<file path="src/rtl/ami_cc_pkg.sv">
// Shared constants and types for the composite clock AMI decoder.
// Assumes the standard composite structure: 8 marks per frame and
// 20 frames per superframe.
package ami_cc_pkg;
    localparam int MARKS_PER_FRAME = 8;
    localparam int FRAMES_PER_SF   = 20;

    // One qualified mark event from the rail front end.
    typedef struct packed {
        logic valid;   // one-cycle strobe
        logic pos;     // 1 = positive rail, 0 = negative rail
    } mark_t;
endpackage

</file>
<file path="src/rtl/ami_cc_mark_detect.sv">
// Rail front end. Synchronises both rails with two flops each and
// qualifies a mark when exactly one rail stays high for min_width
// samples, emitting one event per mark. Flags both rails high at once.
// Assumes the rails are asynchronous to clk.
module ami_cc_mark_detect
    import ami_cc_pkg::*;
#(
    parameter int WIDTH_W = 8
) (
    input  logic               clk,
    input  logic               rst_n,
    input  logic               rail_p,
    input  logic               rail_n,
    input  logic [WIDTH_W-1:0] min_width,
    output mark_t              mark,
    output logic               both_err
);
    logic [1:0]         sync_p, sync_n;
    logic               sp, sn, single, same_run, fire, both_d;
    logic               run_pol, fired;
    logic [WIDTH_W-1:0] run_len, run_next, thr;

    assign sp = sync_p[1];
    assign sn = sync_n[1];

    // Two-flop synchronisers on both rails.
    always_ff @(posedge clk) begin
        if (!rst_n) begin
            sync_p <= '0;
            sync_n <= '0;
        end else begin
            sync_p <= {sync_p[0], rail_p};
            sync_n <= {sync_n[0], rail_n};
        end
    end

    // Run length of the current single-rail pulse and the firing decision.
    always_comb begin
        single   = sp ^ sn;
        thr      = (min_width == '0) ? WIDTH_W'(1) : min_width;
        same_run = single && (run_len != '0) && (run_pol == sp);
        if (same_run)
            run_next = (run_len == '1) ? run_len : run_len + WIDTH_W'(1);
        else if (single)
            run_next = WIDTH_W'(1);
        else
            run_next = '0;
        fire = single && (run_next >= thr) && !(same_run && fired);
    end

    // Run state, the mark event register and the both-rails edge detector.
    always_ff @(posedge clk) begin
        if (!rst_n) begin
            run_len  <= '0;
            run_pol  <= 1'b0;
            fired    <= 1'b0;
            mark     <= '0;
            both_d   <= 1'b0;
            both_err <= 1'b0;
        end else begin
            run_len    <= run_next;
            run_pol    <= single ? sp : run_pol;
            fired      <= single && (fire || (same_run && fired));
            mark.valid <= fire;
            mark.pos   <= sp;
            both_d     <= sp & sn;
            both_err   <= sp & sn & ~both_d;
        end
    end

    AST_MARK_ALTERNATE_RAIL: assert property (@(posedge clk) disable iff (!rst_n)
        mark.valid && $past(mark.valid) |-> mark.pos != $past(mark.pos));
endmodule

</file>
<file path="src/rtl/ami_cc_loss_mon.sv">
// Loss monitor. Arms on the first mark and raises los after LOSS_CYC
// cycles with no mark, giving a one-cycle loss_err on entry. A new
// mark clears los. Assumes marks arrive as one-cycle strobes.
module ami_cc_loss_mon #(
    parameter int LOSS_CYC = 7812
) (
    input  logic clk,
    input  logic rst_n,
    input  logic mark_valid,
    output logic los,
    output logic loss_err
);
    localparam int GAP_W = $clog2(LOSS_CYC + 1);

    logic [GAP_W-1:0] gap;
    logic             armed;

    // Gap counter since the last mark, with loss entry detection.
    always_ff @(posedge clk) begin
        if (!rst_n) begin
            gap      <= '0;
            armed    <= 1'b0;
            los      <= 1'b0;
            loss_err <= 1'b0;
        end else begin
            loss_err <= 1'b0;
            if (mark_valid) begin
                gap   <= '0;
                armed <= 1'b1;
                los   <= 1'b0;
            end else if (armed && !los) begin
                if (gap == GAP_W'(LOSS_CYC - 1)) begin
                    los      <= 1'b1;
                    loss_err <= 1'b1;
                end else begin
                    gap <= gap + GAP_W'(1);
                end
            end
        end
    end

    AST_LOS_AFTER_SILENCE: assert property (@(posedge clk) disable iff (!rst_n)
        $rose(los) |-> !$past(mark_valid));
endmodule

</file>
<file path="src/rtl/ami_cc_frame_track.sv">
// Frame and superframe tracker. Acquires frame phase from a polarity
// violation, then expects one on every MARKS-th mark. When sf_en is
// high, it accepts one omission per SF_LEN frames, learning the phase
// from the first omission. Every departure pulses struct_err and
// forces reacquisition. Assumes the marks are already qualified.
module ami_cc_frame_track
    import ami_cc_pkg::*;
#(
    parameter int MARKS  = MARKS_PER_FRAME,
    parameter int SF_LEN = FRAMES_PER_SF
) (
    input  logic  clk,
    input  logic  rst_n,
    input  mark_t mark,
    input  logic  resync,
    input  logic  sf_en,
    output logic  frame_stb,
    output logic  sf_mark,
    output logic  struct_err
);
    localparam int MCNT_W  = $clog2(MARKS);
    localparam int SFCNT_W = $clog2(SF_LEN);

    logic               have_prev, prev_pos, locked, sf_locked, sf_pend;
    logic [MCNT_W-1:0]  mcnt;
    logic [SFCNT_W-1:0] sf_cnt;
    logic               bpv, slot, sf_due;

    // Classification of the incoming mark against the tracked phase.
    always_comb begin
        bpv    = have_prev && (mark.pos == prev_pos);
        slot   = locked && (mcnt == MCNT_W'(MARKS - 1));
        sf_due = sf_cnt == SFCNT_W'(SF_LEN - 1);
    end

    // Frame/superframe state machine, one decision per accepted mark.
    always_ff @(posedge clk) begin
        if (!rst_n) begin
            have_prev  <= 1'b0;
            prev_pos   <= 1'b0;
            locked     <= 1'b0;
            sf_locked  <= 1'b0;
            sf_pend    <= 1'b0;
            mcnt       <= '0;
            sf_cnt     <= '0;
            frame_stb  <= 1'b0;
            sf_mark    <= 1'b0;
            struct_err <= 1'b0;
        end else begin
            frame_stb  <= 1'b0;
            sf_mark    <= 1'b0;
            struct_err <= 1'b0;
            if (!sf_en) begin
                sf_locked <= 1'b0;
                sf_pend   <= 1'b0;
            end
            if (resync) begin
                have_prev <= 1'b0;
                locked    <= 1'b0;
                sf_locked <= 1'b0;
                sf_pend   <= 1'b0;
                mcnt      <= '0;
            end else if (mark.valid) begin
                have_prev <= 1'b1;
                prev_pos  <= mark.pos;
                if (!have_prev) begin
                    // first mark only sets the polarity reference
                end else if (!locked) begin
                    if (bpv) begin
                        locked    <= 1'b1;
                        mcnt      <= '0;
                        frame_stb <= 1'b1;
                    end
                end else if (!slot) begin
                    if (bpv) begin
                        struct_err <= 1'b1;
                        locked     <= 1'b0;
                        sf_locked  <= 1'b0;
                        sf_pend    <= 1'b0;
                    end else begin
                        mcnt <= mcnt + MCNT_W'(1);
                    end
                end else if (bpv) begin
                    if (sf_en && sf_locked && sf_due) begin
                        struct_err <= 1'b1;
                        locked     <= 1'b0;
                        sf_locked  <= 1'b0;
                        sf_pend    <= 1'b0;
                    end else begin
                        mcnt      <= '0;
                        frame_stb <= 1'b1;
                        if (!sf_due)
                            sf_cnt <= sf_cnt + SFCNT_W'(1);
                        if (sf_pend) begin
                            sf_mark <= 1'b1;
                            sf_pend <= 1'b0;
                        end
                    end
                end else begin
                    if (sf_en && (!sf_locked || sf_due)) begin
                        mcnt      <= '0;
                        frame_stb <= 1'b1;
                        sf_locked <= 1'b1;
                        sf_cnt    <= '0;
                        sf_pend   <= 1'b1;
                    end else begin
                        struct_err <= 1'b1;
                        locked     <= 1'b0;
                        sf_locked  <= 1'b0;
                        sf_pend    <= 1'b0;
                    end
                end
            end
        end
    end

    AST_FRAME_FROM_MARK: assert property (@(posedge clk) disable iff (!rst_n)
        frame_stb |-> $past(mark.valid));
    AST_SF_WITH_FRAME: assert property (@(posedge clk) disable iff (!rst_n)
        sf_mark |-> frame_stb);
    AST_SF_SINGLE: assert property (@(posedge clk) disable iff (!rst_n)
        sf_mark |=> !sf_mark);
endmodule

</file>
<file path="src/rtl/ami_cc_decoder.sv">
// Top of the composite clock AMI decoder. Wires the rail front end,
// the loss monitor and the frame tracker together. It also holds the
// sticky violation status, the interrupt mask and the half-duty 8 kHz
// frame clock generator. BIT_CYC is the number of system clocks per
// 64 kHz bit.
module ami_cc_decoder
    import ami_cc_pkg::*;
#(
    parameter int BIT_CYC = 3906,
    parameter int WIDTH_W = 8
) (
    input  logic               clk,
    input  logic               rst_n,
    input  logic               rail_p,
    input  logic               rail_n,
    input  logic               cfg_sf_en,
    input  logic [WIDTH_W-1:0] cfg_min_width,
    input  logic               mask_we,
    input  logic               mask_din,
    input  logic               viol_clr,
    output logic               mark_stb,
    output logic               frame_stb,
    output logic               frame_clk,
    output logic               sf_mark,
    output logic               los,
    output logic               viol_sts,
    output logic               irq
);
    localparam int LOSS_CYC = 2 * BIT_CYC;
    localparam int HALF_CYC = (MARKS_PER_FRAME / 2) * BIT_CYC;
    localparam int HI_W     = $clog2(HALF_CYC + 1);

    mark_t         mark;
    logic          both_err, loss_err, struct_err, any_err, mask_q;
    logic [HI_W-1:0] hi_cnt;

    ami_cc_mark_detect #(.WIDTH_W(WIDTH_W)) u_detect (
        .clk      (clk),
        .rst_n    (rst_n),
        .rail_p   (rail_p),
        .rail_n   (rail_n),
        .min_width(cfg_min_width),
        .mark     (mark),
        .both_err (both_err)
    );

    ami_cc_loss_mon #(.LOSS_CYC(LOSS_CYC)) u_loss (
        .clk       (clk),
        .rst_n     (rst_n),
        .mark_valid(mark.valid),
        .los       (los),
        .loss_err  (loss_err)
    );

    ami_cc_frame_track #(
        .MARKS (MARKS_PER_FRAME),
        .SF_LEN(FRAMES_PER_SF)
    ) u_track (
        .clk       (clk),
        .rst_n     (rst_n),
        .mark      (mark),
        .resync    (loss_err),
        .sf_en     (cfg_sf_en),
        .frame_stb (frame_stb),
        .sf_mark   (sf_mark),
        .struct_err(struct_err)
    );

    assign mark_stb = mark.valid;
    assign any_err  = both_err | loss_err | struct_err;
    assign irq      = viol_sts & mask_q;

    // Sticky violation status; a new error outranks the clear strobe.
    always_ff @(posedge clk) begin
        if (!rst_n)
            viol_sts <= 1'b0;
        else if (any_err)
            viol_sts <= 1'b1;
        else if (viol_clr)
            viol_sts <= 1'b0;
    end

    // Interrupt mask register, cleared by reset.
    always_ff @(posedge clk) begin
        if (!rst_n)
            mask_q <= 1'b0;
        else if (mask_we)
            mask_q <= mask_din;
    end

    // Half-duty frame clock: high for HALF_CYC cycles after each frame strobe.
    always_ff @(posedge clk) begin
        if (!rst_n || los) begin
            hi_cnt    <= '0;
            frame_clk <= 1'b0;
        end else if (frame_stb) begin
            hi_cnt    <= HI_W'(HALF_CYC - 1);
            frame_clk <= 1'b1;
        end else if (hi_cnt != '0) begin
            hi_cnt <= hi_cnt - HI_W'(1);
        end else begin
            frame_clk <= 1'b0;
        end
    end

    AST_STATUS_STICKY: assert property (@(posedge clk) disable iff (!rst_n)
        $past(viol_sts) && !$past(viol_clr) |-> viol_sts);
    AST_BOTH_RAILS_FLAGGED: assert property (@(posedge clk) disable iff (!rst_n)
        $past(both_err) |-> viol_sts);
    AST_LOSS_FRAME_LOW: assert property (@(posedge clk) disable iff (!rst_n)
        los && $past(los) |-> !frame_clk);
endmodule

</file>
<file path="config.mk">
export PLATFORM = sky130hd
export DESIGN_NAME = ami_cc_decoder
export DESIGN_NICKNAME = d
export VERILOG_FILES = /design/src/rtl/ami_cc_pkg.sv /design/src/rtl/ami_cc_mark_detect.sv /design/src/rtl/ami_cc_loss_mon.sv /design/src/rtl/ami_cc_frame_track.sv /design/src/rtl/ami_cc_decoder.sv
export SDC_FILE = /design/constraint.sdc
export NUM_CORES = 1
export LEC_CHECK = 0
export BUFFER_PORTS_ARGS = -buffer_cell sky130_fd_sc_hd__buf_2
export CELL_PAD_IN_SITES_DETAIL_PLACEMENT = 0
export CELL_PAD_IN_SITES_GLOBAL_PLACEMENT = 1
export CORE_UTILIZATION = 30
export DETAILED_ROUTE_END_ITERATION = 7
export PLACE_DENSITY_LB_ADDON = 0.1
export SLEW_MARGIN = 10
export SYNTH_ARGS = -nofsm -noshare
export SYNTH_HDL_FRONTEND = slang
export SYNTH_HIERARCHICAL = 1
export SYNTH_SLANG_ARGS = --single-unit
</file>
<file path="constraint.sdc">
create_clock -name clk -period 2.35 [get_ports clk]
set_input_delay 0 -clock clk [delete_from_list [all_inputs] [get_ports clk]]
set_output_delay 0 -clock clk [all_outputs]
set_load 0.05 [all_outputs]
</file>
==> impl_metrics.csv <==
group,metric,value,unit
timing,rsz0062_at_grt,"yes",
detailed_routing,drtAntennaViolNets,0,
critical_path,r2r-start,"u_detect/run_len[0]$_SDFF_PN0_",
critical_path,startpoint,"u_detect/run_len[0]$_SDFF_PN0_",
critical_path,crit_fanout,4,
logic_synthesis,ys_warn_count,6,
place,portBuffers,22,
timing,hold_viol,0,
status,outcome,"complete, no violations",
global_routing,grt_pass1_vias,2741,
critical_path,crit_arrival,2520,ps
logic_synthesis,postSynthCellCount,389,
timing,fin_crit,2280,ps
finish,fin_nets,463,
clock_network,insertion_delay,330,ps
worst_hold_path,hold_path_depth,3,
logic_synthesis,synth.cell_area,0.00351,sq mm
floorplan,fp.dieW,110,um
clock_network,clk_pin_slew_worst_paths,50,ps
timing,setup-violations-final,0,
detailed_routing,dr_total_vias,2869,
clock_network,cts_setup_buffers,0,
critical_path,worst_setup_path_end_kind,"flop",
detailed_routing,wl_per_cell,13.3,um
floorplan,start_util,30.7,%
timing,drv_slew,0,
pwr,vdd_ir_drop_max,0.378,mV
logic_synthesis,synth.area.top_cells,"dfxtp_1 38%, ha_1 5.7%, nor2_1 4.7%, mux2i_1 3.4%, nand2_1 3.1%",
critical_path,r2r_slack,70,ps
logic_synthesis,synth_ff_type,"dfxtp_1",
timing,slew_headroom,59.3,%
critical_path,r2r_cells,10,
clock_network,cts_made_buffers,9,
logic_synthesis,syn_area_per_cell,9.02,sq um
timing,tightest_slew,610,ps
finish,layout-drive-gt1-share,20.2,%
logic_synthesis,synth-edff-count,0,
finish,num_antenna_cells,0,
logic_synthesis,synthTopCellsByCount,"67 x dfxtp_1, 44 x nor2_1, 29 x nand2_1",
critical_path,cp-endpoint,"u_detect/mark[1]$_SDFF_PN0_",
floorplan,dieArea,0.0121,sq mm
floorplan,ioPinCount,23,
global_routing,antenna_found_initial,0,
timing,fmax,439,MHz
worst_hold_path,hp-class,"in -> reg",
detailed_routing,drt_wl_total,7.70,mm
critical_path,cp-start-kind,"flop",
clock_network,cts-root-buf,"clkbuf_16",
detailed_routing,via_per_inst,4.96,
critical_path,crit_type,"reg -> reg",
floorplan,fp.coreArea,0.0114,sq mm
pwr,power_leakage,1.62,nW
critical_path,reg2reg_to,"u_detect/mark[1]$_SDFF_PN0_",
finish,synthToLayoutAreaGrowth,21.3,%
clock_network,clock-sinks,67,
clock_network,tritoncts,"yes",
logic_synthesis,synth.largest_area_cell,"dfxtp_1",
global_routing,grt_max_degree,20,
place,gp_congestion,0.760,
critical_path,cp.required,2590,ps
logic_synthesis,ys_ff_latch,67,
floorplan,die_y,110,um
logic_synthesis,yosysMostFrequentCell,"dfxtp_1",
clock_network,h-tree-depth,3,
pwr,power_density,789,mW/mm^2
logic_synthesis,synth_top_cell_area_share,38.2,%
run,maxCapViolCount,0,
timing,finalCritPeriodShare,96.9,%
clock_network,cts_buffer_depth,2,
logic_synthesis,async_flop_share,0,%
logic_synthesis,ys_seq_area_share,38.2,%
timing,whs,71.1,ps
global_routing,grt_first_pass_wirelength,13.0,mm
global_routing,grt_overflow,0,
logic_synthesis,syn_nets,421,
floorplan,rows,39,
detailed_routing,initialDrtViolationCount,91,
timing,fin_setup_tns,0,ps
logic_synthesis,synth_cell_types,74,
detailed_routing,drcViolationCount,0,
global_routing,track_usage,14.0,%
pwr,finalPower,3.35,mW
timing,fin_skew,3.89,ps
place,dp_hpwl,5.46,mm
detailed_routing,dr.pass1.iters,5,
finish,fillers,1196,
[sequential cells by signal (all words and copies together) (netlist names), 2 cells and up]
signal and flops:
u_detect/run_len 8, u_detect/mark 2, hi_cnt 14, u_detect/sync_n 2, u_loss/gap 13, u_track/mcnt 3
u_detect/sync_p 2, u_track/sf_cnt 5
[per-stage QoR]
| stage | instance area (sq um) | std cells | utilization (%) | setup WS (ps) |
|---|---|---|---|---|
| after floorplan | 3510 | 389 | - | 40.9 |
| after global placement | 3830 | 557 | 33.5 | -32.8 |
| after detailed placement | 3830 | 557 | 33.5 | -95.3 |
| after CTS | 4190 | 578 | 36.7 | 21.2 |
| after global routing | 4250 | 579 | 37.3 | -27.9 |
| final | 4250 | 579 | 37.3 | 72.0 |
[where the power goes]
group          internal (mW)  switching, mW  leakage (nW)
Combinational          0.328          0.400         0.925
Sequential              1.22         0.0964         0.546
Clock                  0.829          0.481         0.146
[layout make-up]
class                      instances  area, sq um  area share (%)
tap                              143          179            4.21
sequential                        67         1350            31.8
multi-input combinational        297         2130            50.0
clock buffer                      15          288            6.76
inverter                          20         75.1            1.76
timing repair buffer              36          228            5.35
clock inverter                     1         5.00           0.118
[timing repair]
item / CTS / global route
cloned: 0 / 1
setup endpoints to repair: 2 / 2
pin swaps: 0 / 11
hold buffers: 5 / 0
hold endpoints to repair: 4 / 0
resized for setup: 4 / 16
[worst max-delay path: stages (launching register included)]
cell and delay (ps):
dfxtp_4 370, ha_4 150, nand3_4 70, or4_4 530
o21ai_4 80, nor2_2 60, ha_1 280, and3_4 190
nand3_2 50, o21a_1 210, a221oi_2 200
[cells by family (layout without fill, tap and decap cells)]
| group | count (synthesis) | count (layout) | synth area share [%] |
|---|---|---|---|
| XOR/XNOR | 19 | 19 | 4.96 |
| flip-flops | 67 | 67 | 38.2 |
| buffers and inverters | 26 | 72 | 3.14 |
| multiplexers | 12 | 12 | 3.42 |
| AO/OA/AOI/OAI | 70 | 71 | 14.3 |
| AND/OR/NAND/NOR | 179 | 179 | 30.2 |
| adder cells (fa/ha/maj) | 16 | 16 | 5.71 |
[worst min path at each step]
| stage | end | slack, ps | start |
|---|---|---|---|
| 5_1_grt | viol_sts$_SDFFE_PN0P_ | 100 | viol_clr |
| 4_1_cts | viol_sts$_SDFFE_PN0P_ | 90 | viol_clr |
| 3_5_place_dp | u_detect/sync_n[0]$_SDFF_PN0_ | 210 | rail_n |
| 6_report | viol_sts$_SDFFE_PN0P_ | 70 | viol_clr |
| 2_1_floorplan | u_loss/armed$_SDFFE_PN0P_ | 120 | rst_n |
| 3_3_place_gp | u_detect/sync_n[0]$_SDFF_PN0_ | 210 | rail_n |
[cells in the final DEF (no fill, tap or decap), drive strengths merged, types with 3 or more instances in the layout]
cell type,synthesis,routed
a311oi,3,3
dlygate4sd3,0,5
buf,3,31
nand3b,3,3
or3,7,7
a21o,3,3
nor3,9,9
nand2b,10,10
xor2,7,7
a31oi,6,6
o21ai,13,13
or4,5,5
nand3,13,13
xnor2,12,12
nand2,29,29
nand4,7,7
nor2b,9,9
inv,19,19
ha,16,16
dfxtp,67,67
a211oi,5,5
a21oi,18,18
nor2,45,45
or2,5,5
mux2i,12,12
nor4,9,9
and4,4,4
clkbuf,3,15
and3,3,3
o31ai,4,4
and2,10,10
[metal layers]
metal / wire length, um / up-vias / global-route usage, %
li1: - / 1499 / -
met1: 3880 / 1334 / 18.0
met2: 3560 / 31 / 21.9
met3: 207 / 5 / 4.94
met4: 55 / 0 / 4.61
met5: 0 / - / 0
No activity file was read; power rests on OpenSTA's default activity.
